**config.mk**
```make
export PLATFORM = sky130hd
export DESIGN_NAME = ecc_scrub_guard
export DESIGN_NICKNAME = d
export VERILOG_FILES = /design/src/rtl/ecc_pkg.sv /design/src/rtl/ecc_enc.sv /design/src/rtl/ecc_dec.sv /design/src/rtl/ecc_scrub_slot.sv /design/src/rtl/ecc_sat_cnt.sv /design/src/rtl/ecc_scrub_guard.sv
export SDC_FILE = /design/constraint.sdc
export NUM_CORES = 1
export LEC_CHECK = 0
export BUFFER_PORTS_ARGS = -buffer_cell sky130_fd_sc_hd__buf_2
export CAP_MARGIN = 15
export CELL_PAD_IN_SITES_DETAIL_PLACEMENT = 0
export CELL_PAD_IN_SITES_GLOBAL_PLACEMENT = 1
export CORE_ASPECT_RATIO = 0.5
export CORE_MARGIN = 5
export CORE_UTILIZATION = 40
export CTS_CLUSTER_SIZE = 12
export DETAILED_ROUTE_END_ITERATION = 12
export PLACE_DENSITY = 0.84
export SLEW_MARGIN = 40
export SYNTH_ARGS = -nofsm -noshare
export SYNTH_HDL_FRONTEND = slang
export SYNTH_HIERARCHICAL = 1
export SYNTH_SLANG_ARGS = --single-unit
```
**constraint.sdc**
```tcl
create_clock -name clk -period 2.4 [get_ports clk]
set_clock_uncertainty 0.2 [all_clocks]
set_input_delay 0.12 -clock clk [delete_from_list [all_inputs] [get_ports clk]]
set_output_delay 0.12 -clock clk [all_outputs]
set_load 0.005 [all_outputs]
```
**src/rtl/ecc_pkg.sv**
```systemverilog
package ecc_pkg;

   // Smallest number of Hamming bits k such that 2^k covers data, check bits and the zero position.
   function automatic int hamming_bits(input int dw);
      int r;
      r = 0;
      for (int k = 31; k >= 1; k--)
         if ((64'd1 << k) >= 64'(dw + k + 1)) r = k;
      return r;
   endfunction

   typedef enum logic [1:0] {
      RD_CLEAN = 2'd0,
      RD_FIXED = 2'd1,
      RD_FATAL = 2'd2
   } rd_class_e;

endpackage

```
**src/rtl/ecc_enc.sv**
```systemverilog
module ecc_enc #(
   parameter int DATA_W = 64
) (
   input  logic [DATA_W-1:0]                                    data_i,
   output logic [DATA_W+ecc_pkg::hamming_bits(DATA_W):0]        code_o
);
   localparam int HAM_W  = ecc_pkg::hamming_bits(DATA_W);
   localparam int CODE_W = DATA_W + HAM_W + 1;
   localparam int IDX_W  = $clog2(CODE_W);
   localparam int DIDX_W = (DATA_W > 1) ? $clog2(DATA_W) : 1;

   always_comb begin : enc_body
      logic [CODE_W-1:0] c;
      logic [HAM_W-1:0]  s;
      int                d;
      c = '0;
      s = '0;
      d = 0;
      for (int p = 1; p < CODE_W; p++) begin
         if ((p & (p - 1)) != 0) begin
            c[IDX_W'(p)] = data_i[DIDX_W'(d)];
            if (data_i[DIDX_W'(d)]) s = s ^ HAM_W'(p);
            d = d + 1;
         end
      end
      for (int k = 0; k < HAM_W; k++)
         c[IDX_W'(1 << k)] = s[k];
      c[0] = ^c[CODE_W-1:1];
      code_o = c;
   end
endmodule

```
**src/rtl/ecc_dec.sv**
```systemverilog
module ecc_dec #(
   parameter int DATA_W = 64
) (
   input  logic [DATA_W+ecc_pkg::hamming_bits(DATA_W):0] code_i,
   output logic [DATA_W+ecc_pkg::hamming_bits(DATA_W):0] fixed_o,
   output logic [DATA_W-1:0]                             data_o,
   output ecc_pkg::rd_class_e                            class_o
);
   import ecc_pkg::*;
   localparam int HAM_W  = hamming_bits(DATA_W);
   localparam int CODE_W = DATA_W + HAM_W + 1;
   localparam int IDX_W  = $clog2(CODE_W);
   localparam int DIDX_W = (DATA_W > 1) ? $clog2(DATA_W) : 1;

   logic [HAM_W-1:0] syn;
   logic             par_odd;

   always_comb begin : dec_body
      int d;
      syn = '0;
      for (int p = 1; p < CODE_W; p++)
         if (code_i[IDX_W'(p)]) syn = syn ^ HAM_W'(p);
      par_odd = ^code_i;
      fixed_o = code_i;
      if (par_odd && (int'(syn) < CODE_W)) begin
         // syndrome 0 with odd parity points at the parity bit itself
         fixed_o[IDX_W'(syn)] = ~code_i[IDX_W'(syn)];
         class_o = RD_FIXED;
      end else if (par_odd || (syn != '0)) begin
         class_o = RD_FATAL;
      end else begin
         class_o = RD_CLEAN;
      end
      data_o = '0;
      d = 0;
      for (int p = 1; p < CODE_W; p++) begin
         if ((p & (p - 1)) != 0) begin
            data_o[DIDX_W'(d)] = fixed_o[IDX_W'(p)];
            d = d + 1;
         end
      end
   end
endmodule

```
**src/rtl/ecc_scrub_slot.sv**
```systemverilog
module ecc_scrub_slot #(
   parameter int ADDR_W = 16,
   parameter int CODE_W = 72
) (
   input  logic              clk,
   input  logic              rst_n,
   input  logic              load_i,
   input  logic [ADDR_W-1:0] addr_i,
   input  logic [CODE_W-1:0] code_i,
   input  logic              ack_i,
   output logic              req_o,
   output logic [ADDR_W-1:0] addr_o,
   output logic [CODE_W-1:0] code_o
);
   logic slot_free;
   assign slot_free = !req_o || ack_i;

   always_ff @(posedge clk or negedge rst_n) begin
      if (!rst_n) begin
         req_o  <= 1'b0;
         addr_o <= '0;
         code_o <= '0;
      end else if (load_i && slot_free) begin
         req_o  <= 1'b1;
         addr_o <= addr_i;
         code_o <= code_i;
      end else if (ack_i) begin
         req_o  <= 1'b0;
      end
   end
endmodule

```
**src/rtl/ecc_sat_cnt.sv**
```systemverilog
module ecc_sat_cnt #(
   parameter int CNT_W = 16
) (
   input  logic             clk,
   input  logic             rst_n,
   input  logic             clr_i,
   input  logic             inc_i,
   output logic [CNT_W-1:0] count_o
);
   localparam logic [CNT_W-1:0] TOP = '1;

   always_ff @(posedge clk or negedge rst_n) begin
      if (!rst_n)                     count_o <= '0;
      else if (clr_i)                 count_o <= CNT_W'(inc_i);
      else if (inc_i && count_o != TOP) count_o <= count_o + 1'b1;
   end
endmodule

```
**src/rtl/ecc_scrub_guard.sv**
```systemverilog
module ecc_scrub_guard #(
   parameter int DATA_W = 64,
   parameter int ADDR_W = 16,
   parameter int CNT_W  = 16,
   localparam int CODE_W = DATA_W + ecc_pkg::hamming_bits(DATA_W) + 1
) (
   input  logic              clk,
   input  logic              rst_n,
   input  logic [DATA_W-1:0] wr_data_i,
   output logic [CODE_W-1:0] wr_code_o,
   input  logic              rd_valid_i,
   input  logic [ADDR_W-1:0] rd_addr_i,
   input  logic [CODE_W-1:0] rd_code_i,
   output logic              rd_valid_o,
   output logic [DATA_W-1:0] rd_data_o,
   output logic              rd_corrected_o,
   output logic              rd_uncorr_o,
   input  logic              scrub_en_i,
   output logic              scrub_req_o,
   input  logic              scrub_ack_i,
   output logic [ADDR_W-1:0] scrub_addr_o,
   output logic [CODE_W-1:0] scrub_code_o,
   input  logic              cnt_clear_i,
   output logic [CNT_W-1:0]  corr_count_o,
   output logic [CNT_W-1:0]  uncorr_count_o
);
   import ecc_pkg::*;

   initial begin
      if (DATA_W < 4)  $fatal(1, "DATA_W must be at least 4");
      if (ADDR_W < 1)  $fatal(1, "ADDR_W must be at least 1");
      if (CNT_W < 1)   $fatal(1, "CNT_W must be at least 1");
   end

   ecc_enc #(.DATA_W(DATA_W)) u_enc (
      .data_i (wr_data_i),
      .code_o (wr_code_o)
   );

   logic [CODE_W-1:0] fixed_code;
   logic [DATA_W-1:0] dec_data;
   rd_class_e         dec_class;

   ecc_dec #(.DATA_W(DATA_W)) u_dec (
      .code_i  (rd_code_i),
      .fixed_o (fixed_code),
      .data_o  (dec_data),
      .class_o (dec_class)
   );

   logic fix_ev, fatal_ev;
   assign fix_ev   = rd_valid_i && (dec_class == RD_FIXED);
   assign fatal_ev = rd_valid_i && (dec_class == RD_FATAL);

   always_ff @(posedge clk or negedge rst_n) begin
      if (!rst_n) begin
         rd_valid_o     <= 1'b0;
         rd_data_o      <= '0;
         rd_corrected_o <= 1'b0;
         rd_uncorr_o    <= 1'b0;
      end else begin
         rd_valid_o     <= rd_valid_i;
         rd_corrected_o <= fix_ev;
         rd_uncorr_o    <= fatal_ev;
         if (rd_valid_i) rd_data_o <= dec_data;
      end
   end

   ecc_scrub_slot #(.ADDR_W(ADDR_W), .CODE_W(CODE_W)) u_slot (
      .clk    (clk),
      .rst_n  (rst_n),
      .load_i (fix_ev && scrub_en_i),
      .addr_i (rd_addr_i),
      .code_i (fixed_code),
      .ack_i  (scrub_ack_i),
      .req_o  (scrub_req_o),
      .addr_o (scrub_addr_o),
      .code_o (scrub_code_o)
   );

   logic [1:0]       ev_vec;
   logic [CNT_W-1:0] cnt_arr [2];
   assign ev_vec = {fatal_ev, fix_ev};

   for (genvar g = 0; g < 2; g++) begin : g_cnt
      ecc_sat_cnt #(.CNT_W(CNT_W)) u_cnt (
         .clk     (clk),
         .rst_n   (rst_n),
         .clr_i   (cnt_clear_i),
         .inc_i   (ev_vec[g]),
         .count_o (cnt_arr[g])
      );
   end

   assign corr_count_o   = cnt_arr[0];
   assign uncorr_count_o = cnt_arr[1];
endmodule

```
==> impl_metrics.env, run 1 <==
export IMPL_outcome="complete, but fails checks"
export IMPL_violations="setup timing"
export IMPL_dp_hpwl_um=30000
export IMPL_synth_seq_area_share_pct=37.6
export IMPL_min_delay_start="rd_code_i[38]"
export IMPL_cts_buffer_depth=2
export IMPL_routed_top_layer="met4"
export IMPL_setup_ws_ns=-1.02
export IMPL_maxCapViolations=0
export IMPL_drive_gt1_share_pct=59.7
export IMPL_worst_pin_slew_ns=0.910
export IMPL_antenna_found_initial=4
export IMPL_setup_violations=155
export IMPL_grt_usage_pct=24.0
export IMPL_vias=10900
export IMPL_drv_slew=0
export IMPL_cts_num_sinks=188
export IMPL_firstDrtPassIters=7
export IMPL_fp_dieH_um=135
export IMPL_fmax_ghz=0.293
export IMPL_max_slew_margin_pct=39.3
export IMPL_numCtsBuffers=17
export IMPL_die_area_um2=35100
export IMPL_synth_cell_type_count=78
export IMPL_dp_slack_ns=-1.60
export IMPL_num_rows=45
export IMPL_ys_warnings_count=6
export IMPL_cp_end_kind="flop"
export IMPL_htreeDepth=4
export IMPL_grt_overflow=0
export IMPL_drc=0
export IMPL_cts_tree="built"
export IMPL_synth_top_cell_area_share_pct=37.6
export IMPL_cp_required_ns=2.53
export IMPL_vdd_drop_max_v=0.000994
export IMPL_nets=1820
export IMPL_power_uw=27700
export IMPL_leakagePower_uw=0.00898
export IMPL_r2r_cells=6
export IMPL_synth_area_um2=12500
export IMPL_ys_seq_elements=188
export IMPL_drtIter0Drc=761
export IMPL_wl_met1_um=17200
export IMPL_clkLatencyLatePin_ns=0.46
export IMPL_crit_arrival_ns=3.55
export IMPL_synth_flop_cell="dfrtp_1"
export IMPL_syn_instance_count=1108
export IMPL_holdCritPathClass="input pin to flop"
export IMPL_worstSetupPathType="input pin to flop"
export IMPL_path_clk_slew_ns=0.07
export IMPL_timing_final_crit_share_pct=142
export IMPL_hold_path_end="rd_data_o[31]$_DFFE_PN0P_"
export IMPL_ios=418
export IMPL_syn_avg_cell_area_um2=11.3
export IMPL_r2r_slack_ns=0.22
export IMPL_tns_ns=-132.67
export IMPL_rsz0062_at_grt="yes"
export IMPL_wl_met2_um=23500
export IMPL_fillers=2242
export IMPL_dieWidth_um=260
export IMPL_area_delta_synth_final_pct=52.6
export IMPL_min_period_ns=3.42
export IMPL_grt_pass1_vias=11600
export IMPL_antenna_left=0
export IMPL_initial_utilization_pct=40.9
export IMPL_synth_largest_area_cell="dfrtp_1"
export IMPL_p_per_area_nw_per_um2=1450
export IMPL_reg2reg_from="g_cnt[1].u_cnt/count_o[0]$_DFFE_PN0P_"
export IMPL_synth_edff_count=0
export IMPL_worstHoldPathCells=4
export IMPL_cp_start_kind="input pin"
export IMPL_crit_fanout=8
export IMPL_vias_per_cell=5.17
export IMPL_hold_viol_final=0
export IMPL_synth_area_top_cells="dfrtp_1 38%, mux2_2 11%, xnor2_1 9.6%"
export IMPL_holdWs_ns=0.0103
export IMPL_drt_wl_total_um=44800
export IMPL_io_buffers=351
export IMPL_cts_root_buf="clkbuf_16"
export IMPL_wl_met3_um=2550
export IMPL_final_core_util_pct=62.4
export IMPL_synthArstFlopShare_pct=100
export IMPL_core_area_um2=30600
export IMPL_grt_pass1_wl_um=66300
export IMPL_wl_per_cell_um=21.4
export IMPL_worst_r2r_endpoint="g_cnt[1].u_cnt/count_o[0]$_DFFE_PN0P_"
export IMPL_routabilityCongestion=0.917
export IMPL_grt_max_degree=69
per-stage QoR:
step / instance area [um2] / cells
finish: 19100 / 2100
global route: 19100 / 2100
global placement: 15400 / 1939
floorplan: 13100 / 1172
detailed placement: 15400 / 1939
CTS: 18300 / 2085
cell usage after synthesis, drive strengths merged (3+ instances only):
master / number
a21bo: 3
clkbuf: 14
buf: 170
nand2: 29
nor2: 59
mux2i: 24
inv: 12
dfrtp: 188
or2: 5
or3: 8
nor2b: 9
o311ai: 4
a21oi: 26
nand2b: 7
a22oi: 4
and3: 5
nor3: 11
o31ai: 20
a211oi: 6
or4: 8
mux2: 198
o21ai: 43
and4: 4
o41ai: 3
xor2: 30
xnor3: 9
xnor2: 138
nand4: 11
nand3: 16
nor4: 6
registers in the layout (all words and copies together), names as in the netlist:
register	flops
rd_valid_o	1
u_slot/addr_o	16
u_slot/req_o	1
rd_corrected_o	1
g_cnt.u_cnt/count_o	32
u_slot/code_o	72
rd_data_o	64
rd_uncorr_o	1
cell usage in the layout, fill, tap and decap left out, types with 39 or more instances in the layout:
cell | synthesis | routed
buf_2 | 16 | 335
xnor2_1 | 137 | 96
mux2_2 | 119 | 72
mux2_4 | 70 | 119
dlygate4sd3_1 | 0 | 68
buf_4 | 142 | 171
nor2_1 | 59 | 53
conb_1 | 2 | 66
buf_6 | 11 | 39
dfrtp_1 | 188 | 188
routing by layer:
| layer | vias up | track usage [%] |
|---|---|---|
| met5 | - | 0 |
| met4 | 0 | 10.2 |
| met3 | 118 | 4.35 |
| met2 | 425 | 43.7 |
| met1 | 5551 | 28.1 |
| li1 | 4773 | - |
cell type report:
cell class / count / area [um2] / share of cell area [%]
inverters: 12 / 45.0 / 0.236
well taps: 423 / 529 / 2.77
flip-flops and latches: 188 / 4700 / 24.7
diodes: 4 / 10.0 / 0.0525
repair buffers: 653 / 4960 / 26.0
clock buffers: 17 / 425 / 2.23
clock inverters: 15 / 196 / 1.03
multi-input cells: 788 / 8210 / 43.0
what timing repair did:
item / 4_1_cts / 5_1_grt
endpoints found under the setup margin: 155 / 155
gates cloned: 14 / 1
endpoints found under the hold margin: 193 / 5
hold buffers: 65 / 3
gates resized for setup: 208 / 133
buffers inserted: 43 / 19
pin swaps: 57 / 39
logic make-up after synthesis:
family / Yosys count / share of synthesized area, %
buffers and inverters: 196 / 11.0
adder cells (fa/ha/maj): 2 / 0.200
flip-flops: 188 / 37.6
AO/OA/AOI/OAI: 133 / 7.15
XOR/XNOR: 178 / 13.8
multiplexers: 222 / 21.9
other: 2 / 0.0601
AND/OR/NAND/NOR: 187 / 8.35
worst max-delay path by stage:
stage | startpoint | endpoint | slack, ns | depth (start not counted)
after CTS | rd_code_i[1] | g_cnt[0].u_cnt/count_o[11]$_DFFE_PN0P_ | -0.87 | 14
after floorplan | rd_code_i[34] | g_cnt[0].u_cnt/count_o[11]$_DFFE_PN0P_ | -1.38 | 17
after global placement | rd_code_i[57] | g_cnt[0].u_cnt/count_o[11]$_DFFE_PN0P_ | -1.55 | 15
final | rd_code_i[59] | u_slot/code_o[46]$_DFFE_PN0P_ | -1.02 | 15
after global routing | rd_code_i[37] | u_slot/code_o[46]$_DFFE_PN0P_ | -1.05 | 15
after detailed placement | rd_code_i[57] | g_cnt[0].u_cnt/count_o[11]$_DFFE_PN0P_ | -1.60 | 15
worst max-delay path, cell delays in order:
cell and delay, ns:
buf_4 0.13, xor2_1 0.17, xnor2_1 0.26, buf_4 0.18
xnor3_2 0.39, xor2_2 0.19, or3_4 0.35, a21bo_4 0.22
o211ai_1 0.20, o21ai_2 0.13, and4b_2 0.38, nand2_8 0.09
buf_16 0.18, bufbuf_16 0.29, mux2_2 0.27
report_power, final:
part	total [uW]	internal, uW	switching (uW)	leakage, uW
logic	20000	10500	9440	0.00637
clock network	2950	1510	1450	0.000298
registers	4740	4180	560	0.00230
(Power assumes the default switching activity.)
==> inputs of run 2 (changes only) <==
--- a/config.mk
+++ b/config.mk
@@ -15,6 +15,7 @@
 export CTS_CLUSTER_SIZE = 12
 export DETAILED_ROUTE_END_ITERATION = 12
 export PLACE_DENSITY = 0.84
+export SKIP_CTS_REPAIR_TIMING = 1
 export SLEW_MARGIN = 40
 export SYNTH_ARGS = -nofsm -noshare
 export SYNTH_HDL_FRONTEND = slang
==> constraint.sdc (replaced) <==
create_clock -name clk -period 2.4 [get_ports clk]
set_clock_uncertainty 0.2 [all_clocks]
set_input_delay 0.48 -clock clk [delete_from_list [all_inputs] [get_ports clk]]
set_output_delay 0.48 -clock clk [all_outputs]
set_load 0.005 [all_outputs]
==> impl_metrics.env, run 2 (synthesized netlist as in run 1, its figures left out) <==
export IMPL_outcome="complete, but fails checks"
export IMPL_violations="setup timing"
export IMPL_multi_input_area_um2=8400
export IMPL_grt_pass1_vias=10200
export IMPL_p_sw_uw=11000
export IMPL_leakagePower_uw=0.00877
export IMPL_fmax_ghz=0.265
export IMPL_antenna_left=0
export IMPL_top_register="u_slot/code_o"
export IMPL_wl_met2_um=22200
export IMPL_fp_dieH_um=135
export IMPL_vdd_drop_max_v=0.00101
export IMPL_swShare_pct=41.3
export IMPL_cp_end_kind="flop"
export IMPL_max_stage_delay_ns=0.35
export IMPL_htreeDepth=4
export IMPL_worstSetupPathType="input pin to flop"
export IMPL_fillers=2357
export IMPL_cp_required_ns=2.54
export IMPL_antenna_found_initial=4
export IMPL_p_clk_share_pct=11.7
export IMPL_layout_cells_most_common="buf_2"
export IMPL_final_cell_mix="332 x buf_2, 188 x dfrtp_1, 180 x buf_4, 117 x mux2_4, 74 x mux2_2"
export IMPL_min_period_ns=3.78
export IMPL_initial_utilization_pct=40.9
export IMPL_dieWidth_um=260
export IMPL_holdCritPathClass="input pin to flop"
export IMPL_cts_root_buf="clkbuf_16"
export IMPL_p_per_area_nw_per_um2=1440
export IMPL_cp_cell_sequence="buf_8 > buf_6 > xor2_4 > xnor2_2 > buf_6 > xor2_2 > xnor3_2 > xnor2_4 > buf_12 > buf_6 > mux2i_1 > a222oi_1 > a211oi_1 > a32o_2 > clkbuf_16 > mux2_4 > mux2_2"
export IMPL_hold_path_end="u_slot/addr_o[5]$_DFFE_PN0P_"
export IMPL_grt_overflow=0
export IMPL_grt_pass1_wl_um=57400
export IMPL_io_buffers=351
export IMPL_timing_final_crit_share_pct=157
export IMPL_crit_family="XOR/XNOR gates"
export IMPL_routed_top_layer="met5"
export IMPL_setup_violations=158
export IMPL_wl_met1_um=16700
export IMPL_crit_fanout=12
export IMPL_firstDrtPassIters=5
export IMPL_cts_buffer_depth=2
export IMPL_drt_wl_total_um=42300
export IMPL_crit_top_cell="buf_6"
export IMPL_nets=1753
export IMPL_drtIter0Drc=712
export IMPL_routabilityCongestion=0.944
export IMPL_power_frac_seq_pct=17.8
export IMPL_min_delay_start="rd_addr_i[5]"
export IMPL_area_delta_synth_final_pct=47.8
export IMPL_drv_slew=0
export IMPL_numCtsBuffers=17
export IMPL_cp_start_kind="input pin"
export IMPL_slowest_stage="xnor3_2"
export IMPL_setup_ws_ns=-1.38
export IMPL_r2r_slack_ns=0.23
export IMPL_ios=418
export IMPL_hold_viol_final=0
export IMPL_p_comb_share_pct=70.5
export IMPL_dp_hpwl_um=29600
export IMPL_vias=10400
export IMPL_reg_top3="u_slot/code_o: 72 flops, rd_data_o: 64 flops, g_cnt.u_cnt/count_o: 32 flops"
export IMPL_wl_per_cell_um=20.8
export IMPL_grt_usage_pct=20.6
export IMPL_drc=0
export IMPL_reg2reg_from="g_cnt[1].u_cnt/count_o[0]$_DFFE_PN0P_"
export IMPL_vias_per_cell=5.09
export IMPL_largest_reg_flops=72
export IMPL_cts_tree="built"
export IMPL_max_slew_margin_pct=54.5
export IMPL_core_area_um2=30600
export IMPL_worst_pin_slew_ns=0.677
export IMPL_crit_buf_inv=6
export IMPL_r2r_cells=5
export IMPL_wl_met3_um=2310
export IMPL_power_uw=26500
export IMPL_cts_num_sinks=188
export IMPL_num_rows=45
export IMPL_maxCapViolations=0
export IMPL_path_clk_slew_ns=0.08
export IMPL_clkLatencyLatePin_ns=0.46
export IMPL_dp_slack_ns=-2.03
export IMPL_worstHoldPathCells=2
export IMPL_crit_arrival_ns=3.92
export IMPL_drive_gt1_share_pct=63.0
export IMPL_grt_max_degree=66
export IMPL_die_area_um2=35100
export IMPL_regArea_um2=4700
export IMPL_worst_r2r_endpoint="g_cnt[1].u_cnt/count_o[14]$_DFFE_PN0P_"
export IMPL_internal_power_uw=15600
export IMPL_rsz0062_at_grt="yes"
run 2: cell type report:
| cell class | instances | area share, % |
|---|---|---|
| multi-input cells | 789 | 45.5 |
| flip-flops and latches | 188 | 25.5 |
| repair buffers | 585 | 22.4 |
| well taps | 423 | 2.86 |
| clock buffers | 17 | 2.30 |
| clock inverters | 15 | 1.19 |
| inverters | 12 | 0.257 |
| diodes | 5 | 0.0677 |
run 2: worst max-delay path by stage:
stage / from / to / cells past startpoint
finish: rd_code_i[61] / u_slot/code_o[33]$_DFFE_PN0P_ / 17
global route: rd_code_i[45] / g_cnt[0].u_cnt/count_o[11]$_DFFE_PN0P_ / 15
CTS: rd_code_i[19] / g_cnt[0].u_cnt/count_o[11]$_DFFE_PN0P_ / 13
detailed placement: rd_code_i[19] / g_cnt[0].u_cnt/count_o[11]$_DFFE_PN0P_ / 13
global placement: rd_code_i[19] / g_cnt[0].u_cnt/count_o[11]$_DFFE_PN0P_ / 13
floorplan: rd_code_i[34] / g_cnt[0].u_cnt/count_o[11]$_DFFE_PN0P_ / 17
run 2: worst reg2reg max path: stages (launching register included):
cell	delay (ns)
dfrtp_1	0.35
ha_1	0.25
nand4_4	0.24
or4_1	0.58
or3_1	0.35
a21oi_2	0.14
run 2: power by group through the flow:
stage | logic (uW) | registers (uW) | clock network [uW]
after global placement | 13300 | 4690 | 0
after CTS | 13600 | 4710 | 3160
after detailed placement | 13600 | 4760 | 0
after floorplan | 8320 | 4790 | 0
after global routing | 19500 | 4840 | 3300
final | 18700 | 4730 | 3100
run 2: per-layer routing:
metal / GRT usage (%) / vias up
met5: 0 / -
met4: 6.65 / 2
met3: 4.20 / 76
met2: 37.9 / 349
met1: 24.4 / 5269
li1: - / 4660
run 2: stage by stage:
stage	cell area, um2	utilization, %	instances	TNS, ns	hold slack, ns
after floorplan	13100	-	1172	-195.86	-0.0156
after global routing	18500	60.4	2032	-192.61	0.0256
after detailed placement	15500	50.7	1947	-274.56	0.239
after CTS	16100	52.8	1979	-197.86	-0.261
final	18500	60.4	2034	-183.21	0.0434
after global placement	15500	50.7	1947	-259.90	0.233
==> inputs of run 3 (changes only) <==
--- a/config.mk
+++ b/config.mk
@@ -12,9 +12,10 @@
 export CORE_ASPECT_RATIO = 0.5
 export CORE_MARGIN = 5
 export CORE_UTILIZATION = 40
+export CTS_BUF_LIST = sky130_fd_sc_hd__clkbuf_16
 export CTS_CLUSTER_SIZE = 12
 export DETAILED_ROUTE_END_ITERATION = 12
-export PLACE_DENSITY = 0.84
+export PLACE_DENSITY = 0.91
 export SKIP_CTS_REPAIR_TIMING = 1
 export SLEW_MARGIN = 40
 export SYNTH_ARGS = -nofsm -noshare
==> impl_metrics.env, run 3 (synthesized netlist as in run 1, its figures left out) <==
export IMPL_leakagePower_uw=0.00786
export IMPL_use_met3_pct=3.59
export IMPL_firstDrtPassIters=5
export IMPL_wl_per_cell_um=19.4
export IMPL_worst_r2r_endpoint="g_cnt[0].u_cnt/count_o[6]$_DFFE_PN0P_"
export IMPL_antenna_found_initial=5
export IMPL_violations="setup timing"
export IMPL_io_buffers=351
export IMPL_regArea_um2=4700
export IMPL_p_comb_share_pct=65.4
export IMPL_outcome="complete, but fails checks"
export IMPL_p_clk_share_pct=13.1
export IMPL_grt_pass1_wl_um=56100
export IMPL_fmax_ghz=0.265
export IMPL_worst_pin_slew_ns=0.721
export IMPL_cp_required_ns=2.58
export IMPL_crit_fanout=6
export IMPL_setup_worst_path_end="g_cnt[0].u_cnt/count_o[11]$_DFFE_PN0P_"
export IMPL_nets=1700
export IMPL_grtUsageMet2_pct=36.7
export IMPL_fp_dieH_um=135
export IMPL_crit_arrival_ns=3.96
export IMPL_reg_top3="u_slot/code_o: 72 flops, rd_data_o: 64 flops, g_cnt.u_cnt/count_o: 32 flops"
export IMPL_drive_gt1_share_pct=56.1
export IMPL_clkLatencyLatePin_ns=0.45
export IMPL_cts_num_sinks=188
export IMPL_p_per_area_nw_per_um2=1320
export IMPL_fillers=2614
export IMPL_holdCritPathClass="input pin to flop"
export IMPL_crit_start="rd_code_i[1]"
export IMPL_swShare_pct=42.8
export IMPL_setup_violations=157
export IMPL_tns_ns=-184.92
export IMPL_p_sw_uw=9380
export IMPL_timing_final_crit_share_pct=157
export IMPL_grt_max_degree=65
export IMPL_drt_wl_total_um=38400
export IMPL_hold_viol_final=0
export IMPL_ios=418
export IMPL_initial_utilization_pct=40.9
export IMPL_final_cell_mix="345 x buf_2, 188 x dfrtp_1, 169 x buf_4, 115 x xnor2_1, 102 x mux2_2"
export IMPL_dp_hpwl_um=28700
export IMPL_min_period_ns=3.78
export IMPL_holdWs_ns=0.0567
export IMPL_setup_ws_ns=-1.38
export IMPL_layout_cells_most_common="buf_2"
export IMPL_routabilityCongestion=0.947
export IMPL_cts_buffer_depth=2
export IMPL_cp_end_kind="flop"
export IMPL_r2r_cells=5
export IMPL_drc=0
export IMPL_drv_slew=0
export IMPL_numCtsBuffers=17
export IMPL_power_frac_seq_pct=21.5
export IMPL_cts_root_buf="clkbuf_16"
export IMPL_numPlacedInstances=1936
export IMPL_top_register="u_slot/code_o"
export IMPL_rsz0062_at_grt="yes"
export IMPL_largest_reg_flops=72
export IMPL_reg2reg_from="g_cnt[0].u_cnt/count_o[0]$_DFFE_PN0P_"
export IMPL_htreeDepth=4
export IMPL_cts_tree="built"
export IMPL_worstSetupPathType="input pin to flop"
export IMPL_maxCapViolations=0
export IMPL_grt_pass1_vias=9960
export IMPL_dieWidth_um=260
export IMPL_path_clk_slew_ns=0.08
export IMPL_layout_cells_non_filler=1981
export IMPL_multi_input_area_um2=7420
export IMPL_cp_start_kind="input pin"
export IMPL_antenna_left=0
export IMPL_grt_overflow=0
export IMPL_die_area_um2=35100
export IMPL_vias=9931
export IMPL_area_delta_synth_final_pct=32.8
export IMPL_drtIter0Drc=734
export IMPL_vdd_drop_max_v=0.00147
export IMPL_max_slew_margin_pct=51.5
export IMPL_gr_max_usage_layer="met2"
export IMPL_grt_met1_usage_pct=24.0
export IMPL_vias_per_cell=5.01
export IMPL_final_core_util_pct=54.3
export IMPL_core_area_um2=30600
export IMPL_num_rows=45
export IMPL_internal_power_uw=12500
export IMPL_r2r_slack_ns=0.24
export IMPL_grt_usage_pct=20.3
-- run 3: changes by cell type in the layout (fill, tap and decap cells not counted), sizes merged --
cell    before  now
bufinv       2    0
buf        575  530
clkbuf      26   19
clkinv       5    6
nand2       30   29
inv         18   19
-- run 3: metrics by stage --
step	power, uW	instance area (um2)	worst slack (ns)
floorplan	13100	13100	-1.74
global placement	17600	15400	-1.95
detailed placement	17800	15400	-2.03
CTS	20800	16000	-1.55
global route	23000	16600	-1.45
finish	21900	16600	-1.38
-- run 3: final cells by class --
class	count	area share (%)
diodes	5	0.0754
flip-flops and latches	188	28.3
clock buffers	17	2.56
inverters	12	0.271
repair buffers	533	19.8
well taps	423	3.19
multi-input cells	788	44.7
clock inverters	15	1.05
-- run 3: critical path, stage by stage --
cell	delay [ns]
buf_2	0.12
xor2_2	0.27
xnor3_1	0.46
xnor3_2	0.30
xor2_2	0.21
or3_4	0.34
a21bo_4	0.21
o211ai_1	0.20
o21ai_2	0.13
and3b_2	0.29
nand3_4	0.09
or2_4	0.28
or4_4	0.43
a21oi_2	0.13
-- run 3: worst min-delay path by stage --
stage                  start                               endpoint  slack (ns)  depth (start not counted)
2_1_floorplan          rst_n  g_cnt[0].u_cnt/count_o[0]$_DFFE_PN0P_       -0.02                          0
3_3_place_gp           rst_n              rd_data_o[32]$_DFFE_PN0P_        0.25                          1
3_5_place_dp           rst_n              rd_data_o[32]$_DFFE_PN0P_        0.25                          1
4_1_cts                rst_n              rd_data_o[32]$_DFFE_PN0P_       -0.23                          1
5_1_grt        rd_addr_i[15]          u_slot/addr_o[15]$_DFFE_PN0P_        0.04                          2
6_report       rd_addr_i[11]          u_slot/addr_o[11]$_DFFE_PN0P_        0.06                          2
-- run 3: metal layers --
metal,wire (um),up-vias
met4,1340,0
met3,2130,72
li1,-,4551
met5,0,-
met1,14700,4955
met2,20200,353
-- run 3: power groups by stage --
stage | Sequential (uW) | Clock (uW) | Combinational [uW]
final | 4710 | 2870 | 14300
after floorplan | 4790 | 0 | 8320
after detailed placement | 4750 | 0 | 13100
after CTS | 4700 | 2940 | 13200
after global placement | 4690 | 0 | 12900
after global routing | 4830 | 3080 | 15100
